`src/rtl/mm_pkg.sv`:
```
package mm_pkg;
  localparam int BYTE_W = 8;

  typedef enum logic [1:0] {
    ST_IDLE  = 2'd0,
    ST_READ  = 2'd1,
    ST_WRITE = 2'd2
  } mm_state_t;
endpackage

```
`src/rtl/mm_addr_ctr.sv`:
```
module mm_addr_ctr #(
  parameter int AW = 16
) (
  input  logic          clk,
  input  logic          rst_n,
  input  logic          load,
  input  logic [AW-1:0] load_val,
  input  logic          step,
  input  logic          hold,
  output logic [AW-1:0] addr
);
  always_ff @(posedge clk) begin
    if (!rst_n) begin
      addr <= '0;
    end else if (load) begin
      addr <= load_val;
    end else if (step && !hold) begin
      addr <= addr + AW'(1);
    end
  end
endmodule

```
`src/rtl/mm_word_ctr.sv`:
```
module mm_word_ctr #(
  parameter int CW = 16
) (
  input  logic          clk,
  input  logic          rst_n,
  input  logic          load,
  input  logic [CW-1:0] load_val,
  input  logic          dec,
  output logic          last
);
  logic [CW-1:0] remain;

  always_ff @(posedge clk) begin
    if (!rst_n) begin
      remain <= '0;
    end else if (load) begin
      remain <= load_val;
    end else if (dec) begin
      remain <= remain - CW'(1);
    end
  end

  assign last = (remain == '0);
endmodule

```
`src/rtl/mm_seq.sv`:
```
module mm_seq #(
  parameter int AW = 16,
  parameter int CW = 16
) (
  input  logic                      clk,
  input  logic                      rst_n,
  input  logic                      start,
  input  logic                      cmd_mm_en,
  input  logic                      cmd_hold_src,
  input  logic [AW-1:0]             src_addr,
  input  logic [AW-1:0]             dst_addr,
  input  logic [CW-1:0]             xfer_count,
  input  logic                      mem_wait,
  input  logic                      eop_in,
  input  logic [mm_pkg::BYTE_W-1:0] mem_rdata,
  output logic [AW-1:0]             mem_addr,
  output logic                      mem_rd,
  output logic                      mem_wr,
  output logic [mm_pkg::BYTE_W-1:0] mem_wdata,
  output logic [mm_pkg::BYTE_W-1:0] tmp_byte,
  output logic                      tc,
  output logic                      busy
);
  import mm_pkg::*;

  localparam int NCH = 2;

  mm_state_t state;
  logic      hold_q;
  logic      eop_pend;
  logic      go;
  logic      rd_done;
  logic      wr_done;
  logic      stop;
  logic      cnt_last;

  logic [AW-1:0] ch_addr [NCH];
  logic [AW-1:0] ch_init [NCH];

  assign ch_init[0] = src_addr;
  assign ch_init[1] = dst_addr;

  assign go      = start && cmd_mm_en && (state == ST_IDLE);
  assign rd_done = (state == ST_READ)  && !mem_wait;
  assign wr_done = (state == ST_WRITE) && !mem_wait;
  assign stop    = cnt_last || eop_pend || eop_in;

  for (genvar g = 0; g < NCH; g++) begin : g_chan
    logic ch_hold;
    if (g == 0) begin : g_src
      assign ch_hold = hold_q;
    end else begin : g_dst
      assign ch_hold = 1'b0;
    end
    mm_addr_ctr #(.AW(AW)) u_addr (
      .clk      (clk),
      .rst_n    (rst_n),
      .load     (go),
      .load_val (ch_init[g]),
      .step     (wr_done),
      .hold     (ch_hold),
      .addr     (ch_addr[g])
    );
  end

  mm_word_ctr #(.CW(CW)) u_count (
    .clk      (clk),
    .rst_n    (rst_n),
    .load     (go),
    .load_val (xfer_count),
    .dec      (wr_done),
    .last     (cnt_last)
  );

  always_ff @(posedge clk) begin
    if (!rst_n) begin
      state    <= ST_IDLE;
      hold_q   <= 1'b0;
      eop_pend <= 1'b0;
      tmp_byte <= '0;
    end else begin
      if (rd_done) tmp_byte <= mem_rdata;
      unique case (state)
        ST_IDLE: begin
          eop_pend <= 1'b0;
          if (go) begin
            hold_q <= cmd_hold_src;
            state  <= ST_READ;
          end
        end
        ST_READ: begin
          if (eop_in) eop_pend <= 1'b1;
          if (!mem_wait) state <= ST_WRITE;
        end
        ST_WRITE: begin
          if (eop_in) eop_pend <= 1'b1;
          if (!mem_wait) state <= stop ? ST_IDLE : ST_READ;
        end
        default: state <= ST_IDLE;
      endcase
    end
  end

  assign mem_rd    = (state == ST_READ);
  assign mem_wr    = (state == ST_WRITE);
  assign mem_addr  = mem_wr ? ch_addr[1] : ch_addr[0];
  assign mem_wdata = tmp_byte;
  assign tc        = mem_wr && cnt_last;
  assign busy      = (state != ST_IDLE);
endmodule

```
`config.mk`:
```
export PLATFORM = sky130hd
export DESIGN_NAME = mm_seq
export DESIGN_NICKNAME = d
export VERILOG_FILES = /design/src/rtl/mm_pkg.sv /design/src/rtl/mm_addr_ctr.sv /design/src/rtl/mm_word_ctr.sv /design/src/rtl/mm_seq.sv
export SDC_FILE = /design/constraint.sdc
export NUM_CORES = 1
export LEC_CHECK = 0
export CAP_MARGIN = 30
export CORE_ASPECT_RATIO = 1.5
export CORE_MARGIN = 2
export CORE_UTILIZATION = 44
export CTS_CLUSTER_SIZE = 30
export DETAILED_ROUTE_END_ITERATION = 10
export DONT_BUFFER_PORTS = 1
export SKIP_LAST_GASP = 1
export SYNTH_ARGS = -nofsm -noshare
export SYNTH_HDL_FRONTEND = slang
export SYNTH_SLANG_ARGS = --single-unit
```
`constraint.sdc`:
```
create_clock -name clk -period 4.3 [get_ports clk]
set_input_delay 0.215 -clock clk [delete_from_list [all_inputs] [get_ports clk]]
set_output_delay 0.215 -clock clk [all_outputs]
set_load 0.03 [all_outputs]
```
==> results_dict.tcl, run 1 <==
set metrics [dict create \
    hold_path_depth 2 \
    crit_path_max_incr_delay_ps 430 \
    dpl-instance-area_sq_um 3387 \
    timing.final.crit_share 0.5843 \
    cp_max_fo 28 \
    rr_startpoint "state[0]" \
    hold_path_startpoint "mem_rdata[1]" \
    root_buffer_cell "sky130_fd_sc_hd__clkbuf_16" \
    end_kind "flop" \
    layout.cells.most_common_list "sky130_fd_sc_hd__dfxtp_1, sky130_fd_sc_hd__o21ai_0, sky130_fd_sc_hd__nand2_1" \
    detail_route.vias_per_cell 5.701 \
    synthDominantCellAreaShare 0.3545 \
    dominant_cell_type_by_area_after_synthesis "sky130_fd_sc_hd__dfxtp_1" \
    reg2regPathDepth 7 \
    hold_class "in2reg" \
    critPathRequiredTime_ps 4550 \
    outcome "finished, final reports clean" \
    worst_hold_slack_ps 22.42 \
    drcViolationCount 0 \
    worst-r2r-setup-slack_ps 1790 \
    drt-pass1-iter-count 4 \
    vias_in_the_first_global_route 2816 \
    number_of_buffers_created_by_cts 9 \
    clock-sinks 60 \
    peak_supply_drop_mv 0.2114 \
    core-area_sq_um 7564 \
    max_cap_violations 0 \
    hold_viol 0 \
    floorplan.rows 39 \
    synthesis.area_per_instance_sq_um 8.145 \
    ctsLongestPathBuffers 2 \
    post_synthesis_instance_area_sq_um 3388 \
    worstSetupStartpointType "flop" \
    worst-endpoint-arrival_ps 2760 \
    clock_skew_ps 7.068 \
    detailed_route_iter0_violations 153 \
    crit_path_top_delay_cell "sky130_fd_sc_hd__nor4b_2" \
    setup_violations 0 \
    yosysWarningCount 0 \
    overflow 0 \
    power.leakage_nw 1.243 \
    clock_latency_ps 330 \
    cts_setup_buffers 0 \
    io_pins 99 \
    cellPowerDensity_nw_per_um2 469.8 \
    ctsHtreeMaxLevel 3 \
    path_cells "inv_1 -> ha_1 -> buf_4 -> nor4b_2 -> nand2_1 -> or4_1 -> a31oi_1" \
    port_buffers 0 \
    proportion_of_synthesized_chip_area_in_sequential_cells 0.3545 \
    layout.cells.most_common "sky130_fd_sc_hd__dfxtp_1" \
    quantity_of_hold_fixing_buffers_added_after_cts 0 \
    syn-instance-count 416 \
    post_cts_resized 0 \
    final_net_count 466 \
    max-slew-margin-rel 0.3447 \
    drv_slew 0 \
    maxUsedRoutingLayer "met4" \
    post_synthesis_register_bit_count 60 \
    achievable-frequency_mhz 398.0 \
    postSynth.asyncResetShare 0 \
    netlist_top_cells_area "sky130_fd_sc_hd__dfxtp_1, sky130_fd_sc_hd__o21ai_0, sky130_fd_sc_hd__a21oi_1, sky130_fd_sc_hd__xnor2_1, sky130_fd_sc_hd__nand2_1" \
    post-dp-hpwl_mm 5.956 \
    fillers 757 \
    placed_cells 486 \
    unique_cell_type_count_in_the_yosys_netlist 47 \
    postRouteAntennaNets 0 \
    timing_worst_setup_path_type "reg2reg" \
    synth_nets 487 \
    groute.usage.overall 0.2107 \
    num_antenna_cells 0 \
    tritoncts "done" \
    met1Wirelength_mm 3.619 \
    synth_edf_count 0 \
    finalWorstPathRequiredPeriod_ps 2512 \
    dieHeight_um 111.5 \
    wl_met3_um 415 \
    clkSlewWorstSetupHoldPaths_ps 50 \
    finalWeightedCongestion 0.8756 \
    syn_to_final_growth_pct 8.346 \
    grt_first_pass_wirelength_mm 13.68 \
    vias 2862 \
    wl_per_cell_um 16.76 \
    final_area_sq_um 3671 \
    rsz0062_at_grt "false" \
    routed_wl_mm 8.413 \
    postSynth.topFlopCell "sky130_fd_sc_hd__dfxtp_1" \
    die_area_sq_um 8433 \
    fraction_of_final_layout_cells_sized_beyond_drive_strength_1 0.1125 \
    timing.critical_path.from "state[0]" \
    initial_cell_density_of_the_core 0.4480 \
    die_span_in_x_um 75.65 \
    dr_wl_met2_mm 4.253 \
    stdcell_count 502 \
    finalSetupTns_ps 0 \
    max_slew.worst_pin.slew_ps 972.6 \
    maximum_number_of_pins_on_one_net_before_global_route_repair 88 \
    initial_antenna_violation_count 0 \
]
## where the power goes
group          leakage (nW)  switching [mW]  internal [mW]  total (mW)
clock                 0.146           0.252          0.443       0.695
sequential            0.492          0.0964          0.620       0.716
combinational         0.604           0.200          0.114       0.314
total                  1.24           0.548           1.18        1.72
## cells by family (layout without fill, tap and decap cells)
family                   Yosys count  in the layout  share of synthesized area
AND/OR/NAND/NOR                  142            142                     0.2341
XOR/XNOR                          35             35                    0.09047
AO/OA/AOI/OAI                    106            106                     0.1750
flip-flops                        60             60                     0.3545
multiplexers                      16             16                    0.05207
adder cells (fa/ha/maj)            8              8                    0.02954
buffers and inverters             49             33                    0.06425
## synthesized netlist by cell type, drive strengths merged, types with 6 or more instances
library cell / count
a21oi: 39
dfxtp: 60
xor2: 13
mux2: 13
ha: 8
nor4: 16
inv: 13
o21ai: 41
a31oi: 6
nand2: 40
nor3: 15
nand4: 11
nor2: 19
nand3: 9
a211oi: 11
xnor2: 22
clkbuf: 24
buf: 12
## state kept, by name (all words and copies together) (netlist names)
register            cells
state                   2
g_chan.ch_hold          1
eop_pend                1
g_chan.u_addr.addr     32
mem_wdata               8
u_count.remain         16
## final timing paths
kind	end
worst min-delay path	mem_wdata[1]
worst min register to register	eop_pend
worst max-delay path	u_count.remain[13]
worst max register to register	u_count.remain[13]
## through the flow
stage	total power [mW]	utilization	setup WS, ps
floorplan	0.9853	-	1627
global placement	1.035	0.4471	1902
global route	1.817	0.4854	1571
finish	1.725	0.4854	1788
detailed placement	1.041	0.4478	1802
CTS	1.739	0.4854	1786
## critical path, delay by kind of cell (launching register included)
kind / cells / cell delay (ps)
AND/OR/NAND/NOR: 3 / 1020
buffers and inverters: 2 / 480
adder cells (fa/ha/maj): 1 / 420
flip-flops: 1 / 330
AO/OA/AOI/OAI: 1 / 160
## layout make-up
type,count,area (sq um),area share
Clock buffer,10,229.0,0.06237
Clock inverter,6,55.05,0.01500
Inverter,13,48.80,0.01329
Multi-Input combinational cell,307,1982,0.5399
Sequential cell,60,1201,0.3272
Tap cell,102,127.6,0.03476
Timing Repair Buffer,4,27.53,0.007498
## routing by layer
| layer | vias to the layer above | track usage |
|---|---|---|
| met2 | 67 | 0.3368 |
| met3 | 10 | 0.05430 |
| met5 | - | 0 |
| met1 | 1349 | 0.2652 |
| li1 | 1436 | - |
| met4 | 0 | 0.08304 |
No activity file was read; power rests on OpenSTA's default activity.
==> run 2, diff against run 1 <==
Clock period 4.3 ns to 2.25 ns, I/O delays scaled along.
==> run 2 against run 1 <==
Clock skew decreased by 1.4 ps. Sequential power grew 91%. Power rose by 110%. Utilization is 7.6 points higher. Cell area up 16%. Critical path depth is 3 lower. Routed wire length is 3.4% higher. Non-clock buffer count is 51 higher. Cell count increased by 10%. First-iteration DRC count shrank 19%. Largest cell class unchanged. Highest routed layer unchanged.
==> results_dict.tcl, run 2 (synthesis gave the netlist of run 1 again) <==
set metrics [dict create \
    groute.usage.overall 0.2171 \
    detailed_route_iter0_violations 124 \
    grt_first_pass_wirelength_mm 14.05 \
    max-slew-margin-rel 0.4556 \
    max_slew.worst_pin.slew_ps 815.7 \
    hold_class "in2reg" \
    ctsLongestPathBuffers 2 \
    outcome "finished, final reports clean" \
    finalSetupTns_ps 0 \
    cp_max_fo 4 \
    finalWorstPathRequiredPeriod_ps 1998 \
    overflow 0 \
    dieHeight_um 111.5 \
    port_buffers 0 \
    number_of_buffers_created_by_cts 9 \
    post-dp-hpwl_mm 6.144 \
    die_area_sq_um 8433 \
    io_pins 99 \
    largest-register "g_chan.u_addr.addr" \
    num_antenna_cells 0 \
    timing_worst_setup_path_type "reg2out" \
    syn_to_final_growth_pct 25.26 \
    multiInputGateArea_sq_um 2008 \
    final_net_count 517 \
    peak_supply_drop_mv 0.5054 \
    initial_cell_density_of_the_core 0.4480 \
    floorplan.rows 39 \
    initial_antenna_violation_count 0 \
    maximum_number_of_pins_on_one_net_before_global_route_repair 51 \
    root_buffer_cell "sky130_fd_sc_hd__clkbuf_16" \
    wl_per_cell_um 15.73 \
    fillers 723 \
    layout.cells.most_common "sky130_fd_sc_hd__dfxtp_1" \
    worstSetupStartpointType "flop" \
    tritoncts "done" \
    die_span_in_x_um 75.65 \
    layout.area.seq_sq_um 1201 \
    hold_viol 0 \
    worst-endpoint-arrival_ps 1890 \
    drv_slew 0 \
    clock_latency_ps 330 \
    ctsHtreeMaxLevel 3 \
    layout.cells.most_common_list "sky130_fd_sc_hd__dfxtp_1, sky130_fd_sc_hd__dlygate4sd3_1, sky130_fd_sc_hd__o21ai_0" \
    number_of_flip_flops_under_the_largest_register_name 32 \
    critPathRequiredTime_ps 2140 \
    timing.final.crit_share 0.8881 \
    vias_in_the_first_global_route 3003 \
    detail_route.vias_per_cell 5.472 \
    end_kind "output pin" \
    drcViolationCount 0 \
    clock-sinks 60 \
    routed_wl_mm 8.700 \
    clkSlewWorstSetupHoldPaths_ps 50 \
    final_util 0.5611 \
    drt-pass1-iter-count 4 \
    fraction_of_final_layout_cells_sized_beyond_drive_strength_1 0.1220 \
    max_cap_violations 0 \
    finalWeightedCongestion 0.8736 \
    achievable-frequency_mhz 500.5 \
    power.leakage_nw 1.487 \
    rsz0062_at_grt "false" \
    setup_violations 0 \
    cellPowerDensity_nw_per_um2 833.9 \
    postRouteAntennaNets 0 \
    vias 3026 \
    core-area_sq_um 7564 \
    clock_skew_ps 5.713 \
]
## run 2: layout make-up
type	count	area share
clock buffers	11	0.05719
repair buffers	55	0.1274
multi-input cells	307	0.4732
well taps	102	0.03007
flip-flops and latches	60	0.2830
clock inverters	5	0.01769
inverters	13	0.01150
## run 2: critical path, stage by stage, from the launching register on
cell                      delay [ps]
sky130_fd_sc_hd__dfxtp_1         340
sky130_fd_sc_hd__or3_1           430
sky130_fd_sc_hd__or2_2           350
sky130_fd_sc_hd__nor4_4          250
sky130_fd_sc_hd__buf_4           190
## run 2: worst paths after layout
path	slack, ps	start	end	cells after the start
setup / recovery	250	u_count.remain[11]	tc	4
hold reg to reg	480	eop_pend	eop_pend	2
hold / removal	10	dst_addr[9]	g_chan[1].u_addr.addr[9]	2
setup reg to reg	310	state[0]	u_count.remain[5]	5
## run 2: layer usage
| metal | vias up | track usage | wire [um] |
|---|---|---|---|
| met5 | - | 0 | 0 |
| met4 | 0 | 0.1029 | 266 |
| met3 | 17 | 0.05068 | 345 |
| met2 | 65 | 0.3704 | 4428 |
| met1 | 1406 | 0.2455 | 3660 |
| li1 | 1538 | - | - |
## run 2: repair_timing
item	4_1_cts	5_1_grt
buffers inserted	0	0
endpoints found under the hold margin	58	0
resized for setup	0	2
setup endpoints to repair	0	4
hold buffers	43	0
## run 2: per-stage QoR
stage                     cells  setup WS, ps  power (mW)  area, sq um  hold WS, ps
after global routing        553         112.9       3.716         4244        14.06
after CTS                   552         103.8       3.566         4218       0.9441
final                       553         251.9       3.539         4244        10.08
after global placement      493         228.0       2.011         3470        250.5
after floorplan             416         139.3       1.894         3403        248.5
after detailed placement    493         111.9       2.021         3470        255.5
## run 2: power breakdown
part	total [mW]	internal [mW]	switching [mW]	leakage (nW)
registers	1.37	1.18	0.186	0.492
logic	0.701	0.288	0.413	0.836
clock network	1.47	0.993	0.475	0.159
total	3.54	2.47	1.07	1.49
